$ cat src/rtl/insn_guard_pkg.sv
package insn_guard_pkg;
   // major opcodes, bits [6:0]
   localparam logic [6:0] OPC_LOAD   = 7'b0000011;
   localparam logic [6:0] OPC_MEMORD = 7'b0001111;
   localparam logic [6:0] OPC_OPIMM  = 7'b0010011;
   localparam logic [6:0] OPC_AUIPC  = 7'b0010111;
   localparam logic [6:0] OPC_STORE  = 7'b0100011;
   localparam logic [6:0] OPC_OP     = 7'b0110011;
   localparam logic [6:0] OPC_LUI    = 7'b0110111;
   localparam logic [6:0] OPC_BRANCH = 7'b1100011;
   localparam logic [6:0] OPC_JALR   = 7'b1100111;
   localparam logic [6:0] OPC_JAL    = 7'b1101111;
   localparam logic [6:0] OPC_SYS    = 7'b1110011;

   localparam logic [6:0] F7_BASE = 7'b0000000;
   localparam logic [6:0] F7_ALT  = 7'b0100000;
   localparam logic [6:0] F7_MULDIV = 7'b0000001;

   typedef enum logic [1:0] {
      QUAD0 = 2'b00,
      QUAD1 = 2'b01,
      QUAD2 = 2'b10,
      QUAD_FULL = 2'b11
   } quad_e;
endpackage

$ cat src/rtl/insn_chk32.sv
module insn_chk32
   import insn_guard_pkg::*;
#(
   parameter bit ALLOW_MUL = 1'b1
) (
   input  logic [31:0] word,
   output logic        legal
);
   logic [6:0] opc;
   logic [2:0] f3;
   logic [6:0] f7;
   logic       mul_ok;
   logic       op_ok;
   logic       imm_ok;

   assign opc = word[6:0];
   assign f3  = word[14:12];
   assign f7  = word[31:25];

   generate
      if (ALLOW_MUL) begin : g_mul
         assign mul_ok = ~f3[2];
      end else begin : g_nomul
         assign mul_ok = 1'b0;
      end
   endgenerate

   always_comb begin
      unique case (f7)
         F7_BASE:   op_ok = 1'b1;
         F7_ALT:    op_ok = (f3 == 3'b000) || (f3 == 3'b101);
         F7_MULDIV: op_ok = mul_ok;
         default:   op_ok = 1'b0;
      endcase
   end

   always_comb begin
      unique case (f3)
         3'b001:  imm_ok = (f7 == F7_BASE);
         3'b101:  imm_ok = (f7 == F7_BASE) || (f7 == F7_ALT);
         default: imm_ok = 1'b1;
      endcase
   end

   always_comb begin
      unique case (opc)
         OPC_LUI, OPC_AUIPC, OPC_JAL: legal = 1'b1;
         OPC_JALR:   legal = (f3 == 3'b000);
         OPC_BRANCH: legal = (f3 != 3'b010) && (f3 != 3'b011);
         OPC_LOAD:   legal = (f3 != 3'b011) && (f3 != 3'b110) && (f3 != 3'b111);
         OPC_STORE:  legal = (f3 == 3'b000) || (f3 == 3'b001) || (f3 == 3'b010);
         OPC_OPIMM:  legal = imm_ok;
         OPC_OP:     legal = op_ok;
         default:    legal = 1'b0;
      endcase
   end
endmodule

$ cat src/rtl/insn_chk16.sv
module insn_chk16
   import insn_guard_pkg::*;
(
   input  logic [15:0] half,
   output logic        legal
);
   logic [2:0] f3;
   logic [4:0] r_hi;
   logic [4:0] r_lo;
   logic       b12;

   assign f3   = half[15:13];
   assign r_hi = half[11:7];
   assign r_lo = half[6:2];
   assign b12  = half[12];

   always_comb begin
      legal = 1'b0;
      unique case (quad_e'(half[1:0]))
         QUAD0: begin
            unique case (f3)
               3'b000:         legal = (half[12:5] != 8'd0);
               3'b010, 3'b110: legal = 1'b1;
               default:        legal = 1'b0;
            endcase
         end
         QUAD1: begin
            unique case (f3)
               3'b011: legal = ({b12, r_lo} != 6'd0);
               3'b100: begin
                  unique case (half[11:10])
                     2'b00, 2'b01: legal = ~b12;
                     2'b10:        legal = 1'b1;
                     default:      legal = ~b12;
                  endcase
               end
               default: legal = 1'b1;
            endcase
         end
         QUAD2: begin
            unique case (f3)
               3'b000: legal = ~b12;
               3'b010: legal = (r_hi != 5'd0);
               3'b110: legal = 1'b1;
               3'b100: begin
                  if (!b12)
                     legal = (r_lo != 5'd0) || (r_hi != 5'd0);
                  else
                     legal = (r_lo != 5'd0) || (r_hi != 5'd0);
               end
               default: legal = 1'b0;
            endcase
         end
         default: legal = 1'b0;
      endcase
   end
endmodule

$ cat src/rtl/insn_blink.sv
module insn_blink #(
   parameter int unsigned CNT_W = 21
) (
   input  logic clk,
   input  logic rst_n,
   input  logic run,
   output logic phase
);
   localparam logic [CNT_W-1:0] CNT_TOP = '1;

   logic [CNT_W-1:0] cnt_q;
   logic             phase_q;

   always_ff @(posedge clk or negedge rst_n) begin
      if (!rst_n) begin
         cnt_q   <= '0;
         phase_q <= 1'b1;
      end else if (!run) begin
         cnt_q   <= '0;
         phase_q <= 1'b1;
      end else begin
         cnt_q <= cnt_q + 1'b1;
         if (cnt_q == CNT_TOP)
            phase_q <= ~phase_q;
      end
   end

   assign phase = phase_q;


   phase_hold_chk: assert property (@(posedge clk) disable iff (!rst_n)
      (run && cnt_q != CNT_TOP) |=> $stable(phase_q));

   phase_idle_chk: assert property (@(posedge clk) disable iff (!rst_n)
      !run |=> phase_q);
endmodule

$ cat src/rtl/insn_guard.sv
module insn_guard #(
   parameter bit          ALLOW_COMPRESSED = 1'b1,
   parameter bit          ALLOW_MUL        = 1'b1,
   parameter int unsigned BLINK_LOG2       = 21
) (
   input  logic        clk,
   input  logic        rst_n,
   input  logic        insn_vld,
   input  logic [31:0] insn_word,
   output logic        halt,
   output logic        trap,
   output logic        led_r,
   output logic        led_g,
   output logic        led_b
);
   generate
      if (BLINK_LOG2 < 1 || BLINK_LOG2 > 30) begin : g_bad_blink
         $error("insn_guard: BLINK_LOG2 must lie in 1..30");
      end
   endgenerate

   logic is_short;
   logic ok32;
   logic ok16;
   logic illegal;
   logic halt_q;
   logic blink_on;

   assign is_short = (insn_word[1:0] != 2'b11);

   insn_chk32 #(.ALLOW_MUL(ALLOW_MUL)) u_chk32 (
      .word  (insn_word),
      .legal (ok32)
   );

   generate
      if (ALLOW_COMPRESSED) begin : g_rvc
         insn_chk16 u_chk16 (
            .half  (insn_word[15:0]),
            .legal (ok16)
         );
      end else begin : g_norvc
         assign ok16 = 1'b0;
      end
   endgenerate

   assign illegal = is_short ? ~ok16 : ~ok32;

   always_ff @(posedge clk or negedge rst_n) begin
      if (!rst_n)
         halt_q <= 1'b0;
      else if (insn_vld && illegal)
         halt_q <= 1'b1;
   end

   insn_blink #(.CNT_W(BLINK_LOG2)) u_blink (
      .clk   (clk),
      .rst_n (rst_n),
      .run   (halt_q),
      .phase (blink_on)
   );

   assign halt  = halt_q;
   assign trap  = halt_q;
   assign led_r = halt_q & blink_on;
   assign led_g = ~halt_q;
   assign led_b = 1'b0;


   halt_sticky_chk: assert property (@(posedge clk) disable iff (!rst_n)
      halt |=> halt);

   halt_cause_chk: assert property (@(posedge clk) disable iff (!rst_n)
      $rose(halt) |-> $past(insn_vld && illegal));

   legal_pass_chk: assert property (@(posedge clk) disable iff (!rst_n)
      (!halt && !(insn_vld && illegal)) |=> !halt);

   run_leds_chk: assert property (@(posedge clk) disable iff (!rst_n)
      !halt |-> (led_g && !led_r && !led_b));

   halt_leds_chk: assert property (@(posedge clk) disable iff (!rst_n)
      $rose(halt) |-> (led_r && !led_g));
endmodule

$ cat config.mk
export PLATFORM = sky130hd
export DESIGN_NAME = insn_guard
export DESIGN_NICKNAME = d
export VERILOG_FILES = /design/src/rtl/insn_guard_pkg.sv /design/src/rtl/insn_chk32.sv /design/src/rtl/insn_chk16.sv /design/src/rtl/insn_blink.sv /design/src/rtl/insn_guard.sv
export SDC_FILE = /design/constraint.sdc
export NUM_CORES = 1
export LEC_CHECK = 0
export BUFFER_PORTS_ARGS = -buffer_cell sky130_fd_sc_hd__buf_2
export CORE_ASPECT_RATIO = 2
export CORE_MARGIN = 5
export CORE_UTILIZATION = 30
export DETAILED_ROUTE_END_ITERATION = 10
export PLACE_DENSITY = 0.5
export SLEW_MARGIN = 20
export SYNTH_ARGS = -nofsm -noshare
export SYNTH_HDL_FRONTEND = slang
export SYNTH_SLANG_ARGS = --single-unit
$ cat constraint.sdc
create_clock -name clk -period 2.33 [get_ports clk]
set_input_delay 0.233 -clock clk [delete_from_list [all_inputs] [get_ports clk]]
set_output_delay 0.233 -clock clk [all_outputs]
set_load 0.01 [all_outputs]
==> impl_results.md <==
- Status: finished clean
- Post-Route WL: 3.46 mm
- Peak VDD IR: 229 uV
- Yosys reg bits: 23
- Post-synth top flop: dfrtp_1
- Syn Nets: about 190
- Setup crit end kind: flip-flop
- Clk root buf: clkbuf_8
- Wirelength per Cell: 14.5 um
- Tcrit/Tclk final: 0.731
- Number of global-route vias before repair: 1,311
- Gr ovfl total: 0
- Crit Path Class: reg2reg
- Total core area: 4640 sq um
- Power density cells: roughly 430 nW/um^2
- Total GRT Usage: 0.115
- Vias/cell: 5.23
- Area contributors post-synth: dfrtp_1, xor2_1, nor2_1
- Finished Cell Area: 1660 sq um
- Post-CTS Setup Bufs: 0
- Skew-Pair Late Insertion Delay: 0.26 ns
- Final std cells w/o fill: 239
- Syn Std Cell Area: 1440 sq um
- DP HPWL: 2.79 mm
- Fillers: 512
- Final min period: 1.70 ns
- Row count: 35
- Synth top area share: 0.383
- Post-synth top area cell: dfrtp_1
- Leakage: 0.731 nW
- Number of CTS-inserted buffers: 3
- Die area: 6360 sq um
- Number of synthesized flops with an enable pin: 0
- Final Slew Violations: 0
- Yosys warns: 0
- Most common cell after layout, fill and taps aside: buf_2
- Worst Max-Slew Pin Slew: 0.650 ns
- IO Pins: 40
- Ys async rst share: 1.00
- DRC violations left: 0
- Layout area overhead: 15.5%
- RSZ-0062 raised after global routing: false
- Register area share after synthesis: 0.401
- H-tree depth: 1
- # Max-Cap Violations: 0
- Final Hold Vio Count: 0
- Initial antenna violation count: 0
- Initial core utilization: 0.310
- Number of DRC markers in iteration 0: 20
- PortBufs: 29
- Post-route antenna net violation count: 0
- CTS tree: built
- HP Class: in2reg
- CP Data Required Time: 2.47 ns
- Crit-path max FO: 6
- CP startpoint kind: flip-flop
- Diode count: 0
- Dpl cells: 234
- Clock sink count: 23
- Final Setup Violations: 0
- Largest net degree at the start of global routing: 24
- Routability cong.: 0.911
- Fmax: ~0.6 GHz
- Synth unique cells: 48
- TNS Setup: 0 ns
- Die height: 108 um
- Worst rel slew slack: 0.556
- Die W: 59.0 um
- Layout cells sized above 1: 0.228
- Most frequent cells in the layout: buf_2, nor2_1, dfrtp_1
- First-pass GRT wire length: 5.60 mm
- Mean Syn Cell Area: between 9 and 10 sq um
- Critical Path AT: 1.84 ns
- Placed Area: 1600 sq um
- Vias: roughly 1,200
- Clock tree buffer depth: 2
- Reg clk slew, reported paths: 0.08 ns
- Cells after synthesis: 158
- Final nets: ~220
- Skew final: 0.00470 ns
- DRT Pass-1 Iters: 4
[flip-flops by register name (all words and copies together) (netlist names)]
signal	cells
u_blink.phase	1
halt	1
u_blink.cnt_q	21
[cell type report]
| type | instances | area, sq um | area share |
|---|---|---|---|
| multi-input combinational | 123 | 795 | 0.479 |
| timing repair buffer | 31 | 163 | 0.0980 |
| sequential | 23 | 577 | 0.347 |
| clock inverter | 1 | 5.00 | 0.00301 |
| tap | 55 | 68.8 | 0.0414 |
| inverter | 3 | 11.3 | 0.00678 |
| clock buffer | 3 | 41.3 | 0.0249 |
[final timing paths]
| kind | start | to | slack [ns] | depth (start not counted) |
|---|---|---|---|---|
| max | u_blink.cnt_q[0] | u_blink.cnt_q[18] | 0.63 | 6 |
| min | insn_vld | halt | 0.35 | 5 |
| max reg2reg | u_blink.cnt_q[0] | u_blink.cnt_q[18] | 0.63 | 6 |
| min reg2reg | u_blink.cnt_q[0] | u_blink.cnt_q[0] | 0.48 | 1 |
| max in group asynchronous | rst_n | u_blink.phase | 1.50 | 2 |
| min in group asynchronous | rst_n | u_blink.cnt_q[8] | 0.47 | 2 |
[report_power, final]
| group | switching (mW) | internal, mW | total, mW |
|---|---|---|---|
| Clock | 0.121 | 0.119 | 0.240 |
| Combinational | 0.0454 | 0.0327 | 0.0780 |
| Sequential | 0 | 0.399 | 0.399 |
| Total | 0.166 | 0.551 | 0.717 |
[cells in the mapped netlist, drive strengths merged (2+ instances only)]
cell type / instances
nor2: 27
nand2b: 3
a21oi: 5
inv: 3
and2: 3
and4: 2
nand4: 4
xor2: 14
nor3: 2
a31oi: 2
o21ai: 2
nor4: 4
nand3: 13
dfrtp: 22
and3: 2
nand2: 10
nor2b: 2
buf: 5
o41ai: 2
clkbuf: 4
xnor2: 6
[kinds of logic (layout without fill, tap and decap cells)]
family	after synthesis	in the layout	share of synthesized area
and+or+nand+nor	82	82	0.321
DFF	23	23	0.401
xor gates and xnor gates	20	20	0.122
AOI/OAI and AO/OA	19	19	0.0983
buffers and inverters	12	38	0.0461
adders and majority gates	1	1	0.00870
other	1	1	0.00261
[layer usage]
| metal | global-route usage | up-vias | share of wire |
|---|---|---|---|
| met1 | 0.108 | 597 | 0.33 |
| li1 | - | 602 | - |
| met2 | 0.217 | 36 | 0.58 |
| met4 | 0.0778 | 0 | 0.053 |
| met3 | 0.0144 | 14 | 0.044 |
| met5 | 0 | - | 0 |
[timing repair]
action                    in CTS  in global routing
hold endpoints to repair      22                  0
gates resized for setup        0                  0
hold buffers                   1                  0
[through the flow]
| step | util | setup WS (ns) | hold slack, ns | power (mW) |
|---|---|---|---|---|
| 2_1_floorplan | - | 0.742 | -0.0626 | 0.444 |
| 3_3_place_gp | 0.346 | 0.585 | 0.227 | 0.481 |
| 3_5_place_dp | 0.346 | 0.608 | 0.235 | 0.484 |
| 4_1_cts | 0.358 | 0.610 | 0.349 | 0.730 |
| 5_1_grt | 0.358 | 0.507 | 0.389 | 0.753 |
| 6_report | 0.358 | 0.627 | 0.349 | 0.717 |
[worst max-delay path, stage by stage (launching register included)]
cell	delay (ns)
dfrtp_1	0.39
ha_1	0.21
and4_1	0.35
and4bb_2	0.33
nand3_1	0.10
xor2_1	0.14
nor2_1	0.06
(Power assumes the default switching activity.)
